$ cat src/rtl/fact_rom_engine.sv
module fact_rom_engine #(
  parameter int W = 32
) (
  input  logic         clk,
  input  logic         start_rst,
  input  logic [W-1:0] n_in,
  output logic [W-1:0] result,
  output logic         done
);
  localparam logic [1:0] S_START = 2'b00;
  localparam logic [1:0] S_LOOP  = 2'b01;
  localparam logic [1:0] S_DONE  = 2'b10;

  logic [1:0]   state;
  logic [W-1:0] acc, cnt;
  logic [5:0]   ctl_tab [0:7];
  logic [5:0]   probe, word;
  logic [W-1:0] acc_nx, cnt_nx, cnt_try;
  logic         zf;

  // data: [5:4] acc select, [3:2] cnt select, [1:0] next state
  always_comb begin
    ctl_tab[0] = 6'b10_00_01;
    ctl_tab[1] = 6'b10_00_01;
    ctl_tab[2] = 6'b01_01_01;
    ctl_tab[3] = 6'b01_01_10;
    ctl_tab[4] = 6'b00_10_10;
    ctl_tab[5] = 6'b00_10_10;
    ctl_tab[6] = 6'b00_10_00;
    ctl_tab[7] = 6'b00_10_00;
  end

  function automatic logic [W-1:0] cnt_mux(input logic [1:0] sel,
                                           input logic [W-1:0] n,
                                           input logic [W-1:0] c);
    case (sel)
      2'd0:    cnt_mux = n;
      2'd1:    cnt_mux = c - 1'b1;
      default: cnt_mux = c;
    endcase
  endfunction

  // both flag values of an entry share the cnt select, so probe with flag 0
  assign probe   = ctl_tab[{state, 1'b0}];
  assign cnt_try = cnt_mux(probe[3:2], n_in, cnt);
  assign zf      = (cnt_try == '0);
  assign word    = ctl_tab[{state, zf}];
  assign cnt_nx  = cnt_mux(word[3:2], n_in, cnt);

  always_comb begin
    case (word[5:4])
      2'd0:    acc_nx = acc;
      2'd1:    acc_nx = acc * cnt;
      default: acc_nx = {{(W-1){1'b0}}, 1'b1};
    endcase
  end

  always_ff @(posedge clk) begin
    if (start_rst) begin
      state <= S_START;
      acc   <= '0;
      cnt   <= '0;
    end else begin
      state <= word[1:0];
      acc   <= acc_nx;
      cnt   <= cnt_nx;
    end
  end

  assign result = acc;
  assign done   = (state == S_DONE);

  a_r1_reset_start: assert property (@(posedge clk)
    start_rst |=> (state == S_START && acc == '0 && cnt == '0));
  a_r2_start_loads: assert property (@(posedge clk) disable iff (start_rst)
    state == S_START |=> (state == S_LOOP && acc == 1 && cnt == $past(n_in)));
  a_r3_loop_step: assert property (@(posedge clk) disable iff (start_rst)
    state == S_LOOP |=> (cnt == $past(cnt) - 1'b1 && acc == $past(acc) * $past(cnt)));
  a_r4_exit_on_zero: assert property (@(posedge clk) disable iff (start_rst)
    (state == S_LOOP && cnt == 1) |=> state == S_DONE);
  a_r5_no_zero_mult: assert property (@(posedge clk) disable iff (start_rst)
    state == S_LOOP |-> cnt != '0);
  a_r6_done_holds: assert property (@(posedge clk) disable iff (start_rst)
    done |=> (done && $stable(acc) && $stable(cnt)));
  a_r8_legal_state: assert property (@(posedge clk) disable iff (start_rst)
    state != 2'b11);
endmodule

$ cat config.mk
export PLATFORM = sky130hd
export DESIGN_NAME = fact_rom_engine
export DESIGN_NICKNAME = d
export VERILOG_FILES = /design/src/rtl/fact_rom_engine.sv
export SDC_FILE = /design/constraint.sdc
export NUM_CORES = 1
export LEC_CHECK = 0
export CAP_MARGIN = 20
export CORE_ASPECT_RATIO = 0.8
export CORE_UTILIZATION = 60
export DETAILED_ROUTE_END_ITERATION = 7
export PLACE_DENSITY = 0.78
export SYNTH_ARGS = -nofsm -noshare
export SYNTH_HDL_FRONTEND = slang
export SYNTH_SLANG_ARGS = --single-unit
export TNS_END_PERCENT = 1
$ cat constraint.sdc
create_clock -name clk -period 9 [get_ports clk]
set_clock_uncertainty 0.05 [all_clocks]
set_input_delay 0.9 -clock clk [delete_from_list [all_inputs] [get_ports clk]]
set_output_delay 0.9 -clock clk [all_outputs]
set_load 0.005 [all_outputs]
* After elaboration in Yosys (flattened, before gate mapping)
Memories as Yosys holds them, arrays and structs flattened. Cells that the tools add are included.
Word-level totals: memories 2, ROM bits 96, output and inout port bits 33, register bits 66, logic and storage cells 27, input bits 34
Memories:
- (name not given) | depth 8, bits a word 6, rd ports 1, clocked after memory_dff 0, wr ports 0, line 47 | assign word = ctl_tab[{state, zf}];
- (name not given) | depth 8, bits a word 6, rd ports 1, clocked after memory_dff 0, wr ports 0, line 44 | assign probe = ctl_tab[{state, 1'b0}];
Cells by class: add/subtract/negate cells 1, reduce and logical (&&, ||, !) cells 5, mux-type cells 7, bitwise operators 2, equality and inequality tests 4, $lt $le $gt $ge 2, multipliers 1
Operators with widths (number):
- one-hot mux 32 bit (2 select lines) | 3
- zero test 32 bit | 1
- multiplier 32 x 32 -> 32 bit | 1
- subtractor 32 x 1 -> 32 bit (second input constant) | 1
- 2-to-1 mux 6 bit | 2
- >= comparator 4 bit (second input constant) | 2
- 2-to-1 mux 4 bit | 2
- NOT 3 -> 4 bit | 2
- equality test 2 x 1 -> 1 bit (second input constant) | 3
- zero test 2 bit | 3
- equality test 2 bit (second input constant) | 1
- nonzero test 2 bit | 1

* Depth between registers and ports, before layout
depth after elaboration 13, gate-level depth with buffers 28, gate-level depth less buffers 25

* Worst setup path after synthesis
Ideal clock, no wire load.
kind reg-to-reg, start point reg cnt[7], end point reg acc[30], in the netlist result[30], arrival 7.207 ns, data required time 8.833 ns, slack 1.626 ns, stages on the path, launching flop included 26, path buffers 3, library setup time 0.117 ns, period minus slack after synthesis 7.374 ns, path through dfxtp_1 clkbuf_1 clkbuf_1 and2_1 fa_1 fa_1 fa_1 inv_1 fa_1 inv_1 fa_1 inv_1 fa_1 inv_1 fa_1 fa_1 ha_1 clkbuf_1 and4_1 nand3_1 o211ai_1 a2111oi_0 or4b_2 a31oi_1 xor2_1 a22o_1
Between the ends: cells in the longest elaborated chain, start to end 9, elaborated cells between the ends (all ways) 11, those cells by class add/sub (1); mul (1); eq/ne (1); mux (4); bitwise (1); reduce/logical (2); memory (1)
Ends and longest elaborated chain:
- start, declared | line 15 | logic [W-1:0] acc, cnt;
- start signal, assigned | line 66 | cnt <= cnt_nx;
- subtractor 32 x 1 -> 32 bit | line 38 | 2'd1: cnt_mux = c - 1'b1;
- one-hot mux 32 bit (2 select lines) | line 36 | case (sel)
- zero test 32 bit | line 46 | assign zf = (cnt_try == '0);
- NOT 3 -> 4 bit (implied by the code) | line 47
- memory read (8 x 6 bit)
- 2-to-1 mux 6 bit (implied by the code) (2 in a row) | line 47
- equality test 2 x 1 -> 1 bit or zero test 2 bit (tied branches) | line 51 | case (word[5:4])
- one-hot mux 32 bit (2 select lines) | line 51
- end signal, assigned | line 65 | acc <= acc_nx;
- end, declared | line 15
Parallel ways exist; a longest one is shown, timed or not. The select of a mux whose other input is x is not followed. A chain may end at the register's enable or synchronous reset.

* Final worst setup path
start point reg cnt[5], end point reg acc[28], in the netlist result[28]
Same word-level chain as after synthesis.

==> impl_metrics.csv <==
group,metric,value,unit
timing,worst_pin_slew,1.050,ns
timing,setup_viol,0,
floorplan,ios,67,
layout,fin_util,66.01,%
floorplan,start_util,61.83,%
detailed_routing,vias,15125,
timing,slew_headroom,29.89,%
layout,drive_gt1_share,3.925,%
critical_path,crit_path_end,"result[28]",
detailed_routing,drc,0,
cts,cts_max_level,3,
synth,yosysWarnings,0,
critical_path,end_kind,"flip-flop",
synth,synth_seq_cells,66,
cts,cts_buffer_depth,2,
critical_path,crit_start,"cnt[5]",
layout,instances_no_fill,2553,
detailed_routing,drt_wl_total,54.69,mm
timing,period_share,89.27,%
critical_path,path_class,"reg -> reg",
timing,grt_setup_unrepaired,"no",
synth,syn_area_per_cell,8.824,sq um
critical_path,cp_slowest_cell,"dfxtp_1",
grt,gr-usage-all-layers,35.56,%
floorplan,die_h,161.2,um
cts,clk_latency,0.35,ns
critical_path,crit_path_frequent_cell,"fa_1",
detailed_routing,antenna_left,0,
synth,synth-edff-count,0,
layout,fill_cells,2461,
synth,synth_top_area_share,42.97,%
detailed_routing,drt_iter0_markers,1503,
critical_path,worstPathMaxFanout,22,
place,gp_congestion,0.9706,
grt,antenna_found_initial,1,
flow_run,cap_violations,0,
floorplan,die_w,201.0,um
timing,hold_viol_final,0,
synth,yosys.area.top_type,"fa_1",
detailed_routing,drt_pass1_iterations,6,
critical_path,worstPathArrival,8.22,ns
synth,yosysUniqueCellTypes,70,
timing,max_freq,0.1245,GHz
cts,post-cts-setup-buffers,0,
layout,area_growth,6.748,%
timing,maxSlewViolCount,0,
timing,fin_tns_setup,0,ns
cts,cts_tree,"done",
cts,cts_hold_buf,0,
detailed_routing,via_per_inst,5.924,
critical_path,r2r-start,"cnt[5]",
synth,synth_area_leaders,"fa_1 (43%), and2_1 (10%), ha_1 (8.2%), inv_1 (7.7%), dfxtp_1 (7.0%)",
cts,cts_root_buf,"clkbuf_16",
timing,holdWs,0.5535,ns
timing,layout_min_cycle_time,8.034,ns
grt,grt_pass1_vias,15997,
critical_path,reg2reg_depth,23,
floorplan,std_cell_rows,57,
critical_path,critPathMaxStageDelay,0.88,ns
cts,cts_resized,0,
layout,diodes,0,
synth,ys.flop_type,"dfxtp_1",
synth,netlist_instances,2154,
hold_path,hold_class,"reg -> reg",
critical_path,path_cells,"and2_1 > fa_1 > fa_1 > fa_1 > inv_1 > fa_1 > inv_1 > fa_1 > inv_1 > fa_1 > inv_1 > fa_1 > fa_1 > ha_1 > a21o_1 > a21o_1 > a21oi_1 > o211ai_1 > a2111oi_0 > or4b_2 > nand2_1 > or3_1 > a32o_1",
grt,grt-ovfl-total,0,
critical_path,reg2reg_to,"result[28]",
cts,clock_sinks,66,
cts,clk_pin_slew_worst_paths,0.07,ns
grt,grt_max_degree,76,
outcome,status,"complete, no violations",
grt,grt_pass1_wl,87.97,mm
cts,cts_buffers,9,
pwr,power_density,75.18,mW/mm^2
place,dp.cells,2537,
place,dp_slack,1.059,ns
pwr,ir_drop,96.11,uV
critical_path,rrSetupSlack,0.97,ns
synth,synth_area,0.01901,sq mm
floorplan,dieArea,0.03240,sq mm
layout,final_common_cell,"fa_1",
synth,async_reset_ff_share,0,%
synth,syn_nets,2720,
critical_path,cp.required,9.19,ns
place,detailed_place_hpwl,43.37,mm
detailed_routing,wl_per_cell,21.42,um
critical_path,startpoint_type,"flip-flop",
pwr,cellLeakagePower,9.778,nW
place,io_buffers,66,
layout,layout_common_cells,"fa_1 (408), inv_1 (388), and2_1 (313)",
timing,timing.final.ws_setup,0.9658,ns
floorplan,core_area,0.03074,sq mm
synth,synth-seq-area-share,6.951,%
layout,nets,2701,
==> how the worst min path moves through the flow <==
stage,startpoint,end,cells past startpoint
finish,cnt[31],cnt[31],2
global route,result[16],result[16],2
CTS,result[16],result[16],2
detailed placement,result[16],result[16],2
global placement,result[16],result[16],2
floorplan,result[31],result[31],1
==> worst max-delay path: cells and delay by family, from the launching register on <==
kind                       cells  cell delay [ns]
DFF                            1             0.88
buffers and inverters          4             0.20
and+or+nand+nor                4             0.90
AOI/OAI and AO/OA              6             1.67
adders and majority gates      9             4.20
==> metrics by stage <==
step | instance area [sq um] | total power [mW]
global placement | 19990 | 1.110
floorplan | 19010 | 0.8715
CTS | 20290 | 1.513
global route | 20290 | 1.616
finish | 20290 | 1.525
detailed placement | 19990 | 1.134
==> kinds of logic (layout without fill, tap and decap cells) <==
kind of cell / Yosys count / after routing / synth area share (%)
fa+ha+maj: 532 / 532 / 51.14
flops: 66 / 66 / 6.951
xor+xnor: 84 / 84 / 3.871
mux: 2 / 2 / 0.1053
simple gates: 747 / 747 / 20.39
buf+inv: 532 / 518 / 10.59
compound gates: 191 / 191 / 6.958
==> layout make-up <==
| class | instances | area (sq um) | share of cell area [%] |
|---|---|---|---|
| clock buffers | 9 | 225.2 | 1.110 |
| repair buffers | 114 | 1016 | 5.007 |
| clock inverters | 7 | 76.32 | 0.3762 |
| inverters | 388 | 1456 | 7.178 |
| well taps | 413 | 516.7 | 2.547 |
| multi-input cells | 1556 | 15670 | 77.24 |
| flip-flops and latches | 66 | 1326 | 6.537 |
==> flip-flops by register name, summed over array words and instances (netlist names) <==
signal and cells:
cnt 32, result 32, state 2
==> synth_stat cells (8+ instances only) <==
cell type	instances
a21oi_1	43
fa_1	408
dfxtp_1	66
ha_1	124
a41oi_1	8
o22ai_1	10
and2_1	313
nor3_1	23
clkbuf_1	131
o21ai_0	16
xor2_1	16
a22o_1	13
nand3_1	13
nor2_1	88
nand2_1	247
inv_1	388
a211oi_1	8
xnor2_1	68
nor4_1	8
a31oi_1	17
a21o_1	11
a22oi_1	22
==> per-layer routing <==
layer | share of wire (%) | global-route usage (%) | up-vias
li1 | - | - | 6502
met1 | 40 | 50.65 | 7572
met2 | 45 | 55.44 | 930
met3 | 12 | 6.295 | 121
met4 | 3.3 | 11.66 | 0
met5 | 0 | 0 | -
==> report_power, final <==
group / switching (mW) / leakage, nW / internal [mW]
Sequential: 0.0974 / 0.543 / 0.317
Clock: 0.158 / 0.142 / 0.217
Combinational: 0.422 / 9.09 / 0.314
(Power assumes the default switching activity.)
